<file path="config.mk">
export PLATFORM = sky130hd
export DESIGN_NAME = bmdma_regfile
export DESIGN_NICKNAME = d
export VERILOG_FILES = /design/src/rtl/bmdma_pkg.sv /design/src/rtl/bmdma_lane_decode.sv /design/src/rtl/bmdma_channel.sv /design/src/rtl/bmdma_regfile.sv
export SDC_FILE = /design/constraint.sdc
export NUM_CORES = 1
export LEC_CHECK = 0
export ABC_AREA = 0
export CAP_MARGIN = 25
export CORE_MARGIN = 10
export CORE_UTILIZATION = 41
export DETAILED_ROUTE_END_ITERATION = 16
export PLACE_DENSITY = 0.71
export SLEW_MARGIN = 20
export SYNTH_ARGS = -nofsm -noshare
export SYNTH_HDL_FRONTEND = slang
export SYNTH_SLANG_ARGS = --single-unit
</file>
<file path="constraint.sdc">
create_clock -name clk -period 6.2 [get_ports clk]
set_clock_uncertainty 0.1 [all_clocks]
set_input_delay 0.62 -clock clk [delete_from_list [all_inputs] [get_ports clk]]
set_output_delay 0.62 -clock clk [all_outputs]
set_load 0.01 [all_outputs]
</file>
<file path="src/rtl/bmdma_pkg.sv">
package bmdma_pkg;

    typedef enum logic {
        CH_IDLE = 1'b0,
        CH_RUN  = 1'b1
    } ch_state_e;

    localparam int unsigned WIN_BYTES = 8;
    localparam int unsigned LANES     = 4;
    localparam logic [2:0]  OFF_CMD   = 3'd0;
    localparam logic [2:0]  OFF_STAT  = 3'd2;
    localparam logic [2:0]  OFF_PTR0  = 3'd4;
    localparam logic [7:0]  PAD_BYTE  = 8'hFF;

    function automatic logic [2:0] size_to_bytes(input logic [1:0] sz);
        unique case (sz)
            2'd0:    return 3'd1;
            2'd1:    return 3'd2;
            default: return 3'd4;
        endcase
    endfunction

endpackage

</file>
<file path="src/rtl/bmdma_lane_decode.sv">
module bmdma_lane_decode
    import bmdma_pkg::*;
#(
    parameter int NUM_CH = 2,
    localparam int CH_W   = $clog2(NUM_CH),
    localparam int ADDR_W = CH_W + 3
) (
    input  logic                          io_wr,
    input  logic [ADDR_W-1:0]             io_addr,
    input  logic [1:0]                    io_size,
    input  logic [31:0]                   io_wdata,
    output logic [CH_W-1:0]               ch_sel,
    output logic [LANES-1:0]              lane_en,
    output logic [LANES-1:0][2:0]         lane_off,
    output logic [NUM_CH-1:0][WIN_BYTES-1:0] byte_we,
    output logic [WIN_BYTES-1:0][7:0]     byte_wd
);
    logic [2:0] nbytes;

    assign ch_sel = io_addr[ADDR_W-1:3];
    assign nbytes = size_to_bytes(io_size);

    always_comb begin
        byte_we = '0;
        byte_wd = '0;
        for (int k = 0; k < LANES; k++) begin
            lane_en[k]  = (3'(k) < nbytes);
            lane_off[k] = io_addr[2:0] + 3'(k);
            if (io_wr && lane_en[k]) begin
                byte_we[ch_sel][lane_off[k]] = 1'b1;
                byte_wd[lane_off[k]]         = io_wdata[8*k +: 8];
            end
        end
    end

endmodule

</file>
<file path="src/rtl/bmdma_channel.sv">
module bmdma_channel
    import bmdma_pkg::*;
(
    input  logic                       clk,
    input  logic                       rst_n,
    input  logic [WIN_BYTES-1:0]       byte_we,
    input  logic [WIN_BYTES-1:0][7:0]  byte_wd,
    input  logic                       ev_err,
    input  logic                       ev_irq,
    output logic [WIN_BYTES-1:0][7:0]  rd_bytes,
    output logic                       start,
    output logic                       dir,
    output logic [31:0]                tbl_ptr
);
    ch_state_e  state, state_nx;
    logic       cmd_we, stat_we;
    logic       dir_q, err_q, irq_q;
    logic [1:0] user_q;

    assign cmd_we  = byte_we[OFF_CMD];
    assign stat_we = byte_we[OFF_STAT];

    // state register
    always_ff @(posedge clk or negedge rst_n) begin
        if (!rst_n) state <= CH_IDLE;
        else        state <= state_nx;
    end

    // transitions GO and HALT
    always_comb begin
        state_nx = state;
        unique case (state)
            CH_IDLE: if (cmd_we && byte_wd[OFF_CMD][0])  state_nx = CH_RUN;
            CH_RUN:  if (cmd_we && !byte_wd[OFF_CMD][0]) state_nx = CH_IDLE;
        endcase
    end

    // outputs of the state machine
    always_comb begin
        start = 1'b0;
        unique case (state)
            CH_IDLE: start = 1'b0;
            CH_RUN:  start = 1'b1;
        endcase
    end

    always_ff @(posedge clk or negedge rst_n) begin
        if (!rst_n) begin
            dir_q  <= 1'b0;
            user_q <= 2'b00;
            err_q  <= 1'b0;
            irq_q  <= 1'b0;
        end else begin
            if (cmd_we)  dir_q  <= byte_wd[OFF_CMD][3];
            if (stat_we) user_q <= byte_wd[OFF_STAT][6:5];
            err_q <= ev_err | (err_q & ~(stat_we & byte_wd[OFF_STAT][1]));
            irq_q <= ev_irq | (irq_q & ~(stat_we & byte_wd[OFF_STAT][2]));
        end
    end

    for (genvar g = 0; g < 4; g++) begin : g_ptr
        localparam logic [7:0] KEEP = (g == 0) ? 8'hFC : 8'hFF;
        always_ff @(posedge clk or negedge rst_n) begin
            if (!rst_n)                       tbl_ptr[8*g +: 8] <= 8'h00;
            else if (byte_we[OFF_PTR0 + g])   tbl_ptr[8*g +: 8] <= byte_wd[OFF_PTR0 + g] & KEEP;
        end
    end

    assign dir = dir_q;

    always_comb begin
        rd_bytes[0] = {4'b0000, dir_q, 2'b00, start};
        rd_bytes[1] = PAD_BYTE;
        rd_bytes[2] = {1'b0, user_q, 2'b00, irq_q, err_q, start};
        rd_bytes[3] = PAD_BYTE;
        for (int b = 0; b < 4; b++) rd_bytes[4 + b] = tbl_ptr[8*b +: 8];
    end

endmodule

</file>
<file path="src/rtl/bmdma_regfile.sv">
module bmdma_regfile
    import bmdma_pkg::*;
#(
    parameter int NUM_CH = 2,
    localparam int CH_W   = $clog2(NUM_CH),
    localparam int ADDR_W = CH_W + 3
) (
    input  logic                 clk,
    input  logic                 rst_n,
    input  logic                 io_wr,
    input  logic [ADDR_W-1:0]    io_addr,
    input  logic [1:0]           io_size,
    input  logic [31:0]          io_wdata,
    output logic [31:0]          io_rdata,
    input  logic [NUM_CH-1:0]    eng_err,
    input  logic [NUM_CH-1:0]    eng_irq,
    output logic [NUM_CH-1:0]    eng_start,
    output logic [NUM_CH-1:0]    eng_dir,
    output logic [32*NUM_CH-1:0] eng_tbl_ptr
);
    logic [CH_W-1:0]                      ch_sel;
    logic [LANES-1:0]                     lane_en;
    logic [LANES-1:0][2:0]                lane_off;
    logic [NUM_CH-1:0][WIN_BYTES-1:0]     byte_we;
    logic [WIN_BYTES-1:0][7:0]            byte_wd;
    logic [NUM_CH-1:0][WIN_BYTES-1:0][7:0] ch_bytes;

    bmdma_lane_decode #(.NUM_CH(NUM_CH)) dec_i (
        .io_wr    (io_wr),
        .io_addr  (io_addr),
        .io_size  (io_size),
        .io_wdata (io_wdata),
        .ch_sel   (ch_sel),
        .lane_en  (lane_en),
        .lane_off (lane_off),
        .byte_we  (byte_we),
        .byte_wd  (byte_wd)
    );

    for (genvar c = 0; c < NUM_CH; c++) begin : g_ch
        bmdma_channel ch_i (
            .clk      (clk),
            .rst_n    (rst_n),
            .byte_we  (byte_we[c]),
            .byte_wd  (byte_wd),
            .ev_err   (eng_err[c]),
            .ev_irq   (eng_irq[c]),
            .rd_bytes (ch_bytes[c]),
            .start    (eng_start[c]),
            .dir      (eng_dir[c]),
            .tbl_ptr  (eng_tbl_ptr[32*c +: 32])
        );
    end

    always_comb begin
        for (int k = 0; k < LANES; k++)
            io_rdata[8*k +: 8] = lane_en[k] ? ch_bytes[ch_sel][lane_off[k]] : 8'h00;
    end

endmodule

</file>
==> summary.md <==
| Metric | Value |
|---|---|
| Status | completed |
| Post-synthesis compound-gate area fraction | 22.1% |
| DR vias/cell | 6.31 |
| RSZ-0062 raised after global routing | no |
| Clock Latency Late Sink | 0.35 ns |
| Initial detailed-routing violation count | 832 |
| Worst-margin pin slew | 0.954 ns |
| Buffers on Ports | 140 |
| Hold-fix buffers, CTS | 0 |
| CTS Root Cell | clkbuf_16 |
| Worst Hold Class | in2async |
| Initial antenna violation count | 0 |
| Vias in the first global route | 5,717 |
| Adder-cell share of the synthesized area | 1.39% |
| Post-layout net count | 823 |
| Leakage power of the design | 3.02 nW |
| Main combinational cell family by area after synthesis | compound AO/OA/AOI/OAI gates |
| Max stage delay cell, worst path | xnor2_2 |
| Delay of the slowest critical-path stage | 0.75 ns |
| Portion of total power attributed to sequential cells | 31.7% |
| Seq/Total Area, Yosys | 28.5% |
| CTS max path bufs | 2 |
| Slew Limit Fails | 0 |
| Share of cells above drive strength 1 | 16.4% |
| Critical path, cell by cell | clkdlybuf4s50_1, buf_4, inv_1, ha_1, xnor2_2, o21ai_0, nand2_1, nand2_1, a21oi_1, clkdlybuf4s50_1 |
| DR WL/cell | 24.6 um |
| CP Max Fanout | 28 |
| Top post-synthesis cells by count | nand2_1, buf_4, dfrtp_1 |
| Comb power frac | 38.9% |
| DRC Markers | 0 |
| Final Power | 1.96 mW |
| Yosys reg bits | 72 |
| Post-route ant nets | 0 |
| Drt first pass iters | 6 |
| Fmax | 220 MHz |
| Crit start category | input pin |
| Top cell type's share of synthesized area | 28.5% |
| CTS Sinks | 72 |
| R2r worst-path depth | 1 |
| N_diodes | 0 |
| Core area | 0.0151 mm2 |
| Clock power frac | 29.4% |
| Fillers | 1,392 |
| First-pass GRT wire length | 35,200 um |
| Synth Flop Type | dfrtp_1 |
| Vias | 6,082 |
| Overflow after GRT | 0 |
| I/O pin total | 145 |
| Post-Syn Area | 0.00632 mm2 |
| Dpl hpwl | 17,700 um |
| Int Power | 1.28 mW |
| Mux share of post-synthesis cell area | 19.1% |
| Post-synth EDFFs | 0 |
| Sw Pwr | 0.677 mW |
| Net Sw Frac | 34.6% |
| Ranking of synthesized cells by area | dfrtp_1, mux2_2, buf_4, mux4_2, nand2_1 |
| Distinct cells, synth | 62 |
| Die Area | 0.0208 mm2 |
| Worst rel slew slack | 36.1% |
| WL final | 23,700 um |
| Max rail drop VDD | 0.133 mV |
| Final setup viols | 0 |
| Synthesis-to-finish area growth | 21.3% |
| Pwr dens | 255 mW/mm2 |
| Mapped Cells | 719 |
| H-tree depth | 3 |
| Largest net degree at the start of global routing | 73 |
| Count leader, synth | nand2_1 |
| Yosys warns | 0 |
| Mean Syn Cell Area | 8.79 um2 |
| CTS resizes | 0 |
| TritonCTS clock tree | yes |
| Final worst path period share | 73.3% |
| WS Path Type | in2out |
| Die H | 144 um |
| Placement row count | 45 |
| Fin crit period | 4.54 ns |
| Share of flip-flops with an asynchronous set or reset | 100% |
| Post-synthesis xor/xnor area fraction | 0.910% |
| Initial Utilization | 41.8% |
| Max Cap Viol | 0 |
| WHS | 0.185 ns |
| Critical Path RT | 5.48 ns |
| Fin. Hold Viols | 0 |
| Die Wd | 144 um |
| Synth area leader | dfrtp_1 |
| Worst-path clk slew | 0.06 ns |
| Setup TNS Final | 0 ns |
| Crit path DAT | 3.82 ns |
| Setup Buffers After CTS | 0 |
| Number of buffers created by CTS | 9 |
| Crit end category | primary output |
| All-Layer GR Usage | 22.2% |
| Simple-gate portion of the synthesized area | 15.6% |
| Routability Congestion | 0.998 |
## layout make-up
cell class,instances,area (um2),area share (%)
inverter,12,45.0,0.587
tap,188,235,3.07
multi-input combinational,525,3760,49.1
clock buffer,11,243,3.17
timing repair buffer,151,1500,19.6
sequential,72,1800,23.5
clock inverter,5,78.8,1.03
## final timing paths
| path | from | endpoint | slack (ns) |
|---|---|---|---|
| max reg2reg | g_ch[0].ch_i.rd_bytes[54] | g_ch[0].ch_i.rd_bytes[54] | 5.25 |
| max | io_addr[1] | io_rdata[25] | 1.66 |
| min | rst_n | g_ch[1].ch_i.rd_bytes[63] | 0.19 |
| min reg2reg | g_ch[1].ch_i.irq_q | g_ch[1].ch_i.irq_q | 0.37 |
| min in group clk | g_ch[1].ch_i.irq_q | g_ch[1].ch_i.irq_q | 0.37 |
| max in group asynchronous | rst_n | g_ch[0].ch_i.user_q[0] | 5.24 |
## through the flow
stage	area, um2	setup slack, ns	instances	util, %
global placement	7300	1.80	946	48.2
detailed placement	7300	1.75	946	48.2
finish	7670	1.66	964	50.6
floorplan	6330	2.66	722	-
CTS	7620	1.75	962	50.3
global route	7670	1.44	964	50.6
## cell families (layout without fill, tap and decap cells)
| group | after synthesis | after routing |
|---|---|---|
| AND/OR/NAND/NOR | 212 | 212 |
| AO/OA/AOI/OAI | 209 | 209 |
| buffers and inverters | 125 | 179 |
| multiplexers | 89 | 89 |
| flip-flops | 72 | 72 |
| adder cells (fa/ha/maj) | 7 | 7 |
| XOR/XNOR | 4 | 4 |
| other | 1 | 4 |
## power groups by stage
stage,logic [mW],clock network [mW],registers (mW)
finish,0.761,0.576,0.621
floorplan,0.488,0,0.600
global route,0.809,0.597,0.632
detailed placement,0.747,0,0.625
CTS,0.751,0.576,0.619
global placement,0.741,0,0.623
## layer usage
layer | wire [um] | global-route usage, % | part of all wire (%)
met3 | 2950 | 6.10 | 12
met2 | 10400 | 33.2 | 44
met4 | 679 | 7.82 | 2.9
met5 | 0 | 0 | 0
met1 | 9630 | 30.2 | 41
## layout by cell type (no fill, tap or decap), types with 4 or more instances in the layout
master           count
a21o_1               8
o22ai_1             17
o21ai_0             40
buf_4                9
a21oi_1             42
o21ai_1             11
a32oi_1              4
clkbuf_16            9
nor2_1              60
a221oi_1            19
a211oi_1             5
nand4_1              4
mux4_2              20
conb_1               4
a21boi_0             4
and2_1               4
nand2b_1             7
nand3_1             10
mux2_2              54
inv_1               10
a31oi_1             27
clkdlybuf4s50_1    137
mux2i_1             15
dfrtp_1             72
ha_1                 7
nand2_1            102
## worst max-delay path: cells and delay by family
family | cells | cell delay, ns
buf+inv | 4 | 1.56
simple gates | 2 | 0.16
xor+xnor | 1 | 0.75
compound gates | 2 | 0.39
fa+ha+maj | 1 | 0.33
## sequential cells by signal (all words and copies together), names as in the netlist, named ones only
name,count
g_ch.ch_i.dir,2
g_ch.ch_i.err_q,2
g_ch.ch_i.irq_q,2
g_ch.ch_i.rd_bytes,60
g_ch.ch_i.user_q,4
Note: power is estimated with default switching activity, not from simulation.
